### src/rtl/cbc_seq_pkg.sv
package cbc_seq_pkg;
  localparam int CMD_CBC_BIT = 7;
  localparam int CMD_ENC_BIT = 3;
  localparam int CMD_ACT_BIT = 1;

  typedef enum logic [2:0] {
    S_IDLE,
    S_IV,
    S_DIN,
    S_START,
    S_WAIT,
    S_DOUT
  } seq_state_t;
endpackage

### src/rtl/cbc_seq_pack.sv
module cbc_seq_pack #(
  parameter int BLK_W  = 64,
  parameter int BYTE_W = 8
) (
  input  logic              clk,
  input  logic              rst_n,
  input  logic              clr,
  input  logic              shift_en,
  input  logic [BYTE_W-1:0] byte_in,
  output logic [BLK_W-1:0]  word_o,
  output logic [BLK_W-1:0]  word_next,
  output logic              last_o
);
  localparam int NBYTES = BLK_W / BYTE_W;
  localparam int CNT_W  = $clog2(NBYTES);

  logic [CNT_W-1:0] cnt;

  // new byte enters at the low end, so the first byte ends up most significant
  assign word_next = {word_o[BLK_W-BYTE_W-1:0], byte_in};
  assign last_o    = shift_en && (cnt == CNT_W'(NBYTES - 1));

  always_ff @(posedge clk or negedge rst_n) begin
    if (!rst_n) begin
      cnt    <= '0;
      word_o <= '0;
    end else if (clr) begin
      cnt <= '0;
    end else if (shift_en) begin
      cnt    <= cnt + 1'b1;
      word_o <= word_next;
    end
  end
endmodule

### src/rtl/cbc_seq_unpack.sv
module cbc_seq_unpack #(
  parameter int BLK_W  = 64,
  parameter int BYTE_W = 8
) (
  input  logic              clk,
  input  logic              rst_n,
  input  logic              load,
  input  logic [BLK_W-1:0]  word_in,
  input  logic              shift_en,
  output logic [BYTE_W-1:0] byte_o,
  output logic              last_o
);
  localparam int NBYTES = BLK_W / BYTE_W;
  localparam int CNT_W  = $clog2(NBYTES);

  logic [BLK_W-1:0] word_q;
  logic [CNT_W-1:0] cnt;

  assign byte_o = word_q[BLK_W-1 -: BYTE_W];
  assign last_o = shift_en && (cnt == CNT_W'(NBYTES - 1));

  always_ff @(posedge clk or negedge rst_n) begin
    if (!rst_n) begin
      word_q <= '0;
      cnt    <= '0;
    end else if (load) begin
      word_q <= word_in;
      cnt    <= '0;
    end else if (shift_en) begin
      word_q <= {word_q[BLK_W-BYTE_W-1:0], {BYTE_W{1'b0}}};
      cnt    <= cnt + 1'b1;
    end
  end
endmodule

### src/rtl/cbc_seq_top.sv
module cbc_seq_top
  import cbc_seq_pkg::*;
#(
  parameter int BLK_W  = 64,
  parameter int BYTE_W = 8
) (
  input  logic              clk,
  input  logic              rst_n,
  input  logic [7:0]        cmd_i,
  input  logic              a0_sel,
  input  logic              wr_valid,
  input  logic [BYTE_W-1:0] wr_byte,
  output logic              iv_req,
  output logic              din_req,
  input  logic              rd_ready,
  output logic [BYTE_W-1:0] rd_byte,
  output logic              dout_req,
  output logic              eng_start,
  output logic              eng_dec,
  output logic [BLK_W-1:0]  eng_din,
  input  logic              eng_done,
  input  logic [BLK_W-1:0]  eng_dout
);
  seq_state_t       state;
  logic             mode_cbc, mode_dec;
  logic [BLK_W-1:0] chain;
  logic [BLK_W-1:0] pk_word, pk_next, result_next;
  logic             pk_last, un_last;
  logic             acc_wr, acc_rd, act;

  assign act      = cmd_i[CMD_ACT_BIT];
  assign iv_req   = (state == S_IV);
  assign din_req  = (state == S_DIN);
  assign dout_req = (state == S_DOUT);
  assign eng_start = (state == S_START);
  assign eng_dec   = mode_dec;

  assign acc_wr = wr_valid && !a0_sel && (iv_req || din_req);
  assign acc_rd = rd_ready && !a0_sel && dout_req;

  assign eng_din     = (mode_cbc && !mode_dec) ? (pk_word ^ chain) : pk_word;
  assign result_next = (mode_cbc && mode_dec) ? (eng_dout ^ chain) : eng_dout;

  cbc_seq_pack #(.BLK_W(BLK_W), .BYTE_W(BYTE_W)) u_pack (
    .clk      (clk),
    .rst_n    (rst_n),
    .clr      (state == S_IDLE),
    .shift_en (acc_wr),
    .byte_in  (wr_byte),
    .word_o   (pk_word),
    .word_next(pk_next),
    .last_o   (pk_last)
  );

  cbc_seq_unpack #(.BLK_W(BLK_W), .BYTE_W(BYTE_W)) u_unpack (
    .clk      (clk),
    .rst_n    (rst_n),
    .load     ((state == S_WAIT) && eng_done),
    .word_in  (result_next),
    .shift_en (acc_rd),
    .byte_o   (rd_byte),
    .last_o   (un_last)
  );

  always_ff @(posedge clk or negedge rst_n) begin
    if (!rst_n) begin
      state    <= S_IDLE;
      mode_cbc <= 1'b0;
      mode_dec <= 1'b0;
      chain    <= '0;
    end else if (!act) begin
      state <= S_IDLE;
    end else begin
      unique case (state)
        S_IDLE: begin
          mode_cbc <= cmd_i[CMD_CBC_BIT];
          mode_dec <= !cmd_i[CMD_ENC_BIT];
          state    <= cmd_i[CMD_CBC_BIT] ? S_IV : S_DIN;
        end
        S_IV: if (pk_last) begin
          chain <= pk_next;
          state <= S_DIN;
        end
        S_DIN:   if (pk_last) state <= S_START;
        S_START: state <= S_WAIT;
        S_WAIT: if (eng_done) begin
          if (mode_cbc) chain <= mode_dec ? pk_word : eng_dout;
          state <= S_DOUT;
        end
        S_DOUT:  if (un_last) state <= S_DIN;
        default: state <= S_IDLE;
      endcase
    end
  end
endmodule

### config.mk
export PLATFORM = sky130hd
export DESIGN_NAME = cbc_seq_top
export DESIGN_NICKNAME = d
export VERILOG_FILES = /design/src/rtl/cbc_seq_pkg.sv /design/src/rtl/cbc_seq_pack.sv /design/src/rtl/cbc_seq_unpack.sv /design/src/rtl/cbc_seq_top.sv
export SDC_FILE = /design/constraint.sdc
export NUM_CORES = 1
export LEC_CHECK = 0
export ABC_AREA = 0
export BUFFER_PORTS_ARGS = -buffer_cell sky130_fd_sc_hd__buf_2
export CORE_MARGIN = 2
export CORE_UTILIZATION = 61
export DETAILED_ROUTE_END_ITERATION = 10
export PLACE_DENSITY_LB_ADDON = 0.08
export SYNTH_ARGS = -nofsm -noshare
export SYNTH_HDL_FRONTEND = slang
export SYNTH_SLANG_ARGS = --single-unit
export TNS_END_PERCENT = 1
### constraint.sdc
create_clock -name clk -period 3.5 [get_ports clk]
set_input_delay 0.7 -clock clk [delete_from_list [all_inputs] [get_ports clk]]
set_output_delay 0.7 -clock clk [all_outputs]
set_load 0.02 [all_outputs]
# Word level (Yosys, flattened, before mapping)
# Index checks and enable logic that the tools add are counted.
# op_classes
n_reduce_logical	21
multipliers	0
addsub	2
eq_ne	14
magnitude_cmp	0
n_shift	0
muxes	20
n_bitwise	3
div	0
# op_table
op	n
$mux W64	8
$pmux W64 S2	1
$xor A64 B64 Y64	2
$mux W3	9
$pmux W3 S6	1
$eq A3 B3 Y1 const B	4
$logic_and A1 B1 Y1	9
$ne A3 B2 Y1 const B	3
$add A3 B1 Y3 const B	2
$eq A3 B2 Y1 const B	2
$reduce_bool A2 Y1	3
$reduce_and A5 Y1	1
$ne A2 B2 Y1 const B	2
$reduce_and A2 Y1	2
$reduce_and A4 Y1	1
$eq A3 B1 Y1 const B	1
$logic_not A1 Y1	3
$logic_not A3 Y1	1
$ne A3 B3 Y1 const B	1
$mux W2	1
$ne A2 B1 Y1 const B	1
$logic_or A1 B1 Y1	1
$not A1 Y1	1
# totals
ramBits	0
rom_bits	0
elab_cells	68
latch_bits	0
ff_bits	203
n_memories	0
inputBits	86
output_inout_bits	77

# Depth between registers and ports, before layout
# Gate-level depths: netlist of the first run.
# depth
depth_word	7
depth_mapped	7
mapped_depth_nobuf	5

# By module
# From an unflattened synthesis of the first run, not the netlist that was laid out.
# hier_totals
cells_unflattened	1247
hier_area_um2	12090.3
# by_module_without_submodules
mod	cells_per_inst	instances	seq_area_each_um2	area_each_um2
cbc_seq_top	737	1	1726.7	5611.6
cbc_seq_pack	212	1	1676.6	3329.4
cbc_seq_unpack	298	1	1676.6	3149.3

# Worst setup path after synthesis of the first run
# OpenSTA, ideal clock, no wires.
# synth_path
kind	reg-to-output
from	reg mode_dec, in the netlist eng_dec
to	out eng_din[10]
stages_incl_launch_ff	7
t_required_ps	2800
path_buffers	3
t_arrival_ps	1694
setup_slack_ps	1106
cell_sequence	dfrtp_1 buf_2 nor2b_1 buf_2 buf_1 nand2_1 xnor2_1
# synth_between
elab_chain_len	3
# synth_rtl
item	line_no	text
from (decl)	cbc_seq_top.sv:25	logic mode_cbc, mode_dec;
from (signal assigned)	cbc_seq_top.sv:77	mode_dec <= !cmd_i[CMD_ENC_BIT];
$logic_not A1 Y1	cbc_seq_top.sv:41	assign eng_din = (mode_cbc && !mode_dec) ? (pk_word ^ chain) : pk_word;
$logic_and A1 B1 Y1	cbc_seq_top.sv:41	
$mux W64	cbc_seq_top.sv:41	
to (decl)	cbc_seq_top.sv:20	output logic [BLK_W-1:0] eng_din,
# Every way passes these cells.

# Worst setup path after layout of the first run
# layout_path
from	reg mode_dec, in the netlist eng_dec
to	out eng_din[42]
# Same word-level chain as after synthesis.

==> results of run 1 <==
[logic make-up after synthesis]
group,Yosys count,share of synthesized area (%)
fa+ha+maj,4,0.427
simple gates,275,11.0
buf+inv,97,4.39
mux,263,25.6
xor+xnor,128,9.57
compound gates,81,5.71
flops,203,43.4
[worst max-delay path, stage by stage, from the launching register on]
cell and delay, ps:
dfrtp_4 500, nor2b_4 390, buf_12 270, nand2_1 100
xnor2_1 240, buf_2 220
[synthesized netlist by cell type]
library cell | count | share of area (%)
mux2_2 | 250 | 24
dfrtp_1 | 203 | 43
nand2_1 | 125 | 4.0
nand3_1 | 122 | 5.2
xnor2_1 | 64 | 4.8
xor2_1 | 64 | 4.8
o221ai_1 | 48 | 3.6
buf_2 | 30 | 1.3
clkbuf_1 | 28 | 0.90
buf_4 | 18 | 1.2
o211ai_1 | 16 | 1.0
buf_1 | 12 | 0.38
mux2_4 | 10 | 1.3
nor2b_1 | 8 | 0.43
o22ai_1 | 8 | 0.43
buf_6 | 6 | 0.58
ha_1 | 4 | 0.43
nor3b_1 | 4 | 0.26
mux2i_1 | 3 | 0.26
nand2b_1 | 3 | 0.16
a21oi_1 | 2 | 0.085
inv_1 | 2 | 0.064
nand3b_1 | 2 | 0.13
nor2_1 | 2 | 0.064
o21ai_0 | 2 | 0.085
o32ai_1 | 2 | 0.15
a311oi_1 | 1 | 0.075
and3b_1 | 1 | 0.075
inv_2 | 1 | 0.032
nand3b_2 | 1 | 0.096
nand3b_4 | 1 | 0.17
nand4b_1 | 1 | 0.075
nand4bb_1 | 1 | 0.096
nor2_2 | 1 | 0.053
nor3_1 | 1 | 0.043
nor4b_1 | 1 | 0.075
o21ai_1 | 1 | 0.043
o32ai_4 | 1 | 0.23
or2_2 | 1 | 0.053
[final timing paths]
path                                     from                end  slack, ps  cells after the start
worst max-delay path                  eng_dec        eng_din[42]        560                      5
worst min-delay path                    rst_n      u_pack.cnt[0]        240                      1
worst max register to register       state[0]  u_pack.word_o[36]       1020                      4
worst min register to register  u_pack.cnt[0]      u_pack.cnt[0]        490                      1
max in group asynchronous               rst_n          chain[30]       2420                      2
min in group clk                     cmd_i[3]            eng_dec        370                      2
[metrics by stage]
| step | utilization, % | worst slack, ps | instance area (um2) | hold slack, ps | std cells |
|---|---|---|---|---|---|
| 6_report | 70.8 | 558 | 13300 | 240 | 1406 |
| 5_1_grt | 70.8 | 474 | 13300 | 287 | 1405 |
| 4_1_cts | 70.8 | 532 | 13300 | 267 | 1405 |
| 3_5_place_dp | 67.0 | 1030 | 12600 | 480 | 1366 |
| 3_3_place_gp | 67.0 | 1060 | 12600 | 471 | 1366 |
| 2_1_floorplan | - | 1110 | 11700 | 404 | 1051 |
[layout make-up]
cell class                 count  area [um2]  area share [%]
antenna                        1        2.50          0.0188
clock buffer                  35         661            4.97
clock inverter                 4        51.3           0.386
inverter                       3        11.3          0.0847
multi-input combinational    751        6180            46.4
sequential                   203        5080            38.2
tap                          234         293            2.20
timing repair buffer         175        1020            7.65
[flip-flops by register name, indices dropped and copies added (netlist names)]
register / flops
u_unpack.cnt: 3
mode_cbc: 1
u_unpack.word_q: 64
chain: 64
state: 3
u_pack.word_o: 64
u_pack.cnt: 3
eng_dec: 1
[per-layer routing]
metal / GRT usage, % / part of all wire [%] / vias up
met5: 0 / 0.077 / -
li1: - / - / 3954
met3: 4.64 / 4.3 / 42
met4: 6.72 / 1.8 / 4
met1: 37.1 / 43 / 4300
met2: 50.2 / 51 / 175
[placed cells by master (no fill, tap or decap), types with 7 or more instances in the layout]
cell       instances
buf_4             11
o211ai_1          16
o22ai_1            8
clkbuf_16         23
nand2_1          125
nand3_1          122
mux2_4            10
mux2_2           250
xor2_1            64
buf_12             7
clkbuf_1           8
buf_2            156
dfrtp_1          201
o221ai_1          48
xnor2_1           64
[power groups by stage]
stage          combinational (uW)  sequential, uW  clock (uW)
2_1_floorplan                2460            3490           0
3_3_place_gp                 3120            3770           0
3_5_place_dp                 3180            3790           0
4_1_cts                      3210            3760        2350
5_1_grt                      3450            3850        2450
6_report                     3180            3770        2320
==> reports/metrics.csv, run 1 <==
stage,metric,value,unit
place,HPWL Detailed,17800,um
cells_and_area,Fillers,1425,
die,Die Span Y,143,um
grt,largest net degree at the start of global routing,131,
clocking,maximum clock path buffer count,3,
route,WL per Instance,20.3,um
clocking,clock sink count,203,
sta,post-layout min period,2940,ps
sta,Worst-Margin Slew,922,ps
synthesis,register area share after synthesis,43.4,%
synthesis,Yosys warning count,0,
synthesis,Yosys cell types,39,
die,Rows,50,
clocking,CTS-repair resized insts,0,
sta,relative slew slack,38.3,%
power,Power Density,697,nW/um2
power,"IR drop worst, VDD",0.637,mV
sta,Final Cycle Share,84.0,%
die,die area,20300,um2
grt,total gr overflow,0,
power,P_sw,3290,uW
critical_path,"Req. time, crit path",2800,ps
clocking,CTS Hold Bufs,0,
clocking,Root Driver,clkbuf_16,
route,Antenna Nets Post-Route,0,
run_status,status,"complete, no violations",
sta,Sum Neg Setup Slack,0,ps
grt,vias in the first global route,8583,
synthesis,Mapped Cells,1051,
route,DRT iter0 DRCs,516,
route,First-pass DRT Iterations,4,
power,LEAKAGE,0.00598,uW
route,drt drc,0,
critical_path,crit path DAT,2240,ps
synthesis,Avg Synthesized Cell Area,11.1,um2
sta,"Setup violations, final",0,
clocking,CTS H-tree depth,1,
route,DR vias,8475,
sta,clk_skew,19.8,ps
worst_hold_path,Hold Crit Class,in2async,
sta,Final Slew Violations,0,
synthesis,"Net Count, Synth",1141,
power,sw frac,35.5,%
route,Routed WL,28500,um
sta,RSZ-0062 raised after global routing,no,
clocking,CTS Buf Count,23,
clocking,# Post-CTS Setup Buffers,0,
cells_and_area,final net count,1247,
power,Total Power,9260,uW
grt,first-pass GRT wire length,45800,um
grt,initial antenna violation count,3,
die,DIE WIDTH,143,um
power,combinational power share,34.3,%
place,port bufs,157,
critical_path,maximum fanout along the worst path,31,
die,top-level I/O count,163,
die,Initial Utilization,62.4,%
sta,final hold vios,0,
grt,Tot GR Track Use,28.5,%
clocking,CTS tree,built,
clocking,"CTS clk-pin slew, worst paths",60,ps
power,P_int,5970,uW
place,RD Place Congestion,0.778,
clocking,Skew-Pair Late Insertion Delay,510,ps
power,Sequential Power Share,40.7,%
job,max cap viols,0,
critical_path,critical path type,reg2out,
power,Clk pwr share,25.0,%
route,vias per cell,6.03,
critical_path,crit path capture type,primary output,
synthesis,synthesized flop and latch total,203,
die,core area,18800,um2
synthesis,mapped cell area,11700,um2
cells_and_area,share of cells above drive strength 1,40.9,%
cells_and_area,synthesis-to-finish area growth,13.5,%
critical_path,critical path launch point type,flip-flop,
sta,maximum clock frequency,340,MHz
No activity file was read; power rests on OpenSTA's default activity.
==> run 2: changes to the inputs <==
--- a/config.mk
+++ b/config.mk
@@ -8,7 +8,7 @@
 export ABC_AREA = 0
 export BUFFER_PORTS_ARGS = -buffer_cell sky130_fd_sc_hd__buf_2
 export CORE_MARGIN = 2
-export CORE_UTILIZATION = 61
+export CORE_UTILIZATION = 58
 export DETAILED_ROUTE_END_ITERATION = 10
 export PLACE_DENSITY_LB_ADDON = 0.08
 export SYNTH_ARGS = -nofsm -noshare
==> constraint.sdc (replaced) <==
create_clock -name clk -period 3.1 [get_ports clk]
set_input_delay 0.62 -clock clk [delete_from_list [all_inputs] [get_ports clk]]
set_output_delay 0.62 -clock clk [all_outputs]
set_load 0.02 [all_outputs]
==> run 2 against run 1 <==
  * Register-to-register slack got worse by 250 ps
  * Global-route usage decreased by 1.7 points
  * First-iteration DRC count decreased by 9.9%
  * Largest power group unchanged
  * Via count decreased by 0.77%
  * Sequential cell count unchanged
==> reports/metrics.csv, run 2 (synthesis gave the netlist of run 1 again) <==
stage,metric,value,unit,change
run_status,status,"complete, no violations",,unchanged
sta,maximum clock frequency,369,MHz,
sta,relative slew slack,42.0,%,was 38.3%
clocking,maximum clock path buffer count,3,,unchanged
critical_path,crit path capture type,primary output,,unchanged
route,Antenna Nets Post-Route,0,,unchanged
power,Total Power,10600,uW,was 9260 uW
clocking,CTS tree,built,,unchanged
sta,post-layout min period,2710,ps,
critical_path,crit path DAT,2090,ps,was 2240 ps
critical_path,WP buf/inv,2,,unchanged
clocking,"CTS clk-pin slew, worst paths",60,ps,about the same
sta,worst setup margin,394,ps,was 558 ps
critical_path,maximum fanout along the worst path,64,,was 31
critical_path,critical path type,reg2out,,unchanged
place,HPWL Detailed,17500,um,was 17800 um
sta,Worst-Margin Slew,870,ps,was 922 ps
cells_and_area,share of cells above drive strength 1,41.5,%,was 40.9%
route,vias per cell,5.84,,was 6.03
sta,clk_skew,11.0,ps,was 19.8 ps
sta,Final Cycle Share,87.3,%,
route,WL per Instance,19.9,um,was 20.3 um
sta,final hold vios,0,,unchanged
cells_and_area,biggest regs,"chain: 64 flops, u_pack.word_o: 64 flops, u_unpack.word_q: 64 flops",,unchanged
sta,Sum Neg Setup Slack,0,ps,unchanged
place,RD Place Congestion,0.767,,was 0.778
grt,first-pass GRT wire length,46300,um,was 45800 um
place,pre-CTS WS,747,ps,was 1030 ps
cells_and_area,Fillers,1544,,was 1425
cells_and_area,"commonest non-fill, non-tap cell in the layout",mux2_2,,unchanged
critical_path,slowest CP cell,dfrtp_4,,unchanged
grt,Tot GR Track Use,26.8,%,was 28.5%
die,Initial Utilization,59.6,%,was 62.4%
route,First-pass DRT Iterations,5,,was 4
grt,total gr overflow,0,,unchanged
grt,initial antenna violation count,4,,was 3
die,die area,21400,um2,was 20300 um2
critical_path,critical path launch point type,flip-flop,,unchanged
grt,largest net degree at the start of global routing,132,,was 131
critical_path,Top Family by Delay on Critical Path,buffers and inverters,,was flip-flops
clocking,CTS-repair resized insts,0,,unchanged
sta,"Setup violations, final",0,,unchanged
clocking,CTS H-tree depth,1,,unchanged
grt,vias in the first global route,8450,,was 8583
die,top-level I/O count,163,,unchanged
power,Power Density,787,nW/um2,was 697 nW/um2
route,DRT iter0 DRCs,465,,was 516
clocking,CTS Buf Count,23,,unchanged
clocking,Root Driver,clkbuf_16,,unchanged
cells_and_area,most frequent cells in the layout,"250 x mux2_2, 201 x dfrtp_1, 156 x buf_2",,unchanged
place,port bufs,157,,unchanged
route,DR vias,8410,,was 8475
route,Routed WL,28600,um,was 28500 um
power,"IR drop worst, VDD",0.613,mV,was 0.637 mV
clocking,clock sink count,203,,unchanged
die,core area,19700,um2,was 18800 um2
route,drt drc,0,,unchanged
critical_path,Critical Path Max Stage Delay,500,ps,about the same
clocking,CTS Hold Bufs,0,,unchanged
cells_and_area,synthesis-to-finish area growth,14.7,%,was 13.5%
job,max cap viols,0,,unchanged
worst_hold_path,Hold Crit Class,in2async,,unchanged
sta,RSZ-0062 raised after global routing,no,,unchanged
die,Rows,51,,was 50
critical_path,"Req. time, crit path",2480,ps,was 2800 ps
sta,Final Slew Violations,0,,unchanged
die,DIE WIDTH,146,um,was 143 um
critical_path,CP cell instances,nor2b_4 > buf_12 > nand2_1 > xnor2_1 > buf_2,,unchanged
die,Die Span Y,146,um,was 143 um
cells_and_area,final net count,1248,,was 1247
power,LEAKAGE,0.00603,uW,was 0.00598 uW
cells_and_area,Final Util,68.4,%,was 70.8%
clocking,Skew-Pair Late Insertion Delay,500,ps,was 510 ps
clocking,# Post-CTS Setup Buffers,0,,unchanged
## run 2: cell count changes in the layout (fill, tap and decap cells not counted)
cell        change
clkbuf_1        -6
bufinv_16       +2
buf_12          +3
diode_2         +1
clkinvlp_4      +1
buf_4           -2
inv_6           -1
clkinv_2        +4
## run 2: per-stage QoR
step	cell area (um2)	cells	hold slack [ps]
finish	13400	1439	170
global route	13400	1437	207
CTS	13400	1437	182
detailed placement	12700	1398	486
global placement	12700	1398	479
floorplan	11700	1051	324
## run 2: worst paths after layout
kind                                from           endpoint  slack [ps]  cells after the start
max in group asynchronous          rst_n           chain[1]        2170                      2
min reg2reg                u_pack.cnt[0]      u_pack.cnt[0]         490                      1
max                              eng_dec        eng_din[26]         390                      5
min in group clk                cmd_i[3]            eng_dec         290                      2
min                                rst_n  u_pack.word_o[60]         170                      1
max reg2reg                     mode_cbc          chain[14]         770                      5
## run 2: report_power, final
group          internal, uW  total, uW  switching [uW]
sequential             3400       4240             836
clock                  1700       2760            1060
combinational          1790       3570            1780
## run 2: per-layer routing
layer / routed length, um / global-route usage [%]
met2: 14200 / 45.7
met4: 563 / 6.41
met5: 27 / 0
met1: 12400 / 36.0
met3: 1470 / 4.59
## run 2: layout make-up
cell class                      instances  area (um2)  area share, %
Timing Repair Buffer                  176        1060           7.90
Clock buffer                           29         638           4.75
Multi-Input combinational cell        751        6180           46.0
Sequential cell                       203        5080           37.8
Inverter                                3        11.3         0.0838
Antenna cell                            2        5.00         0.0372
Tap cell                              265         332           2.47
Clock inverter                         10         130          0.968
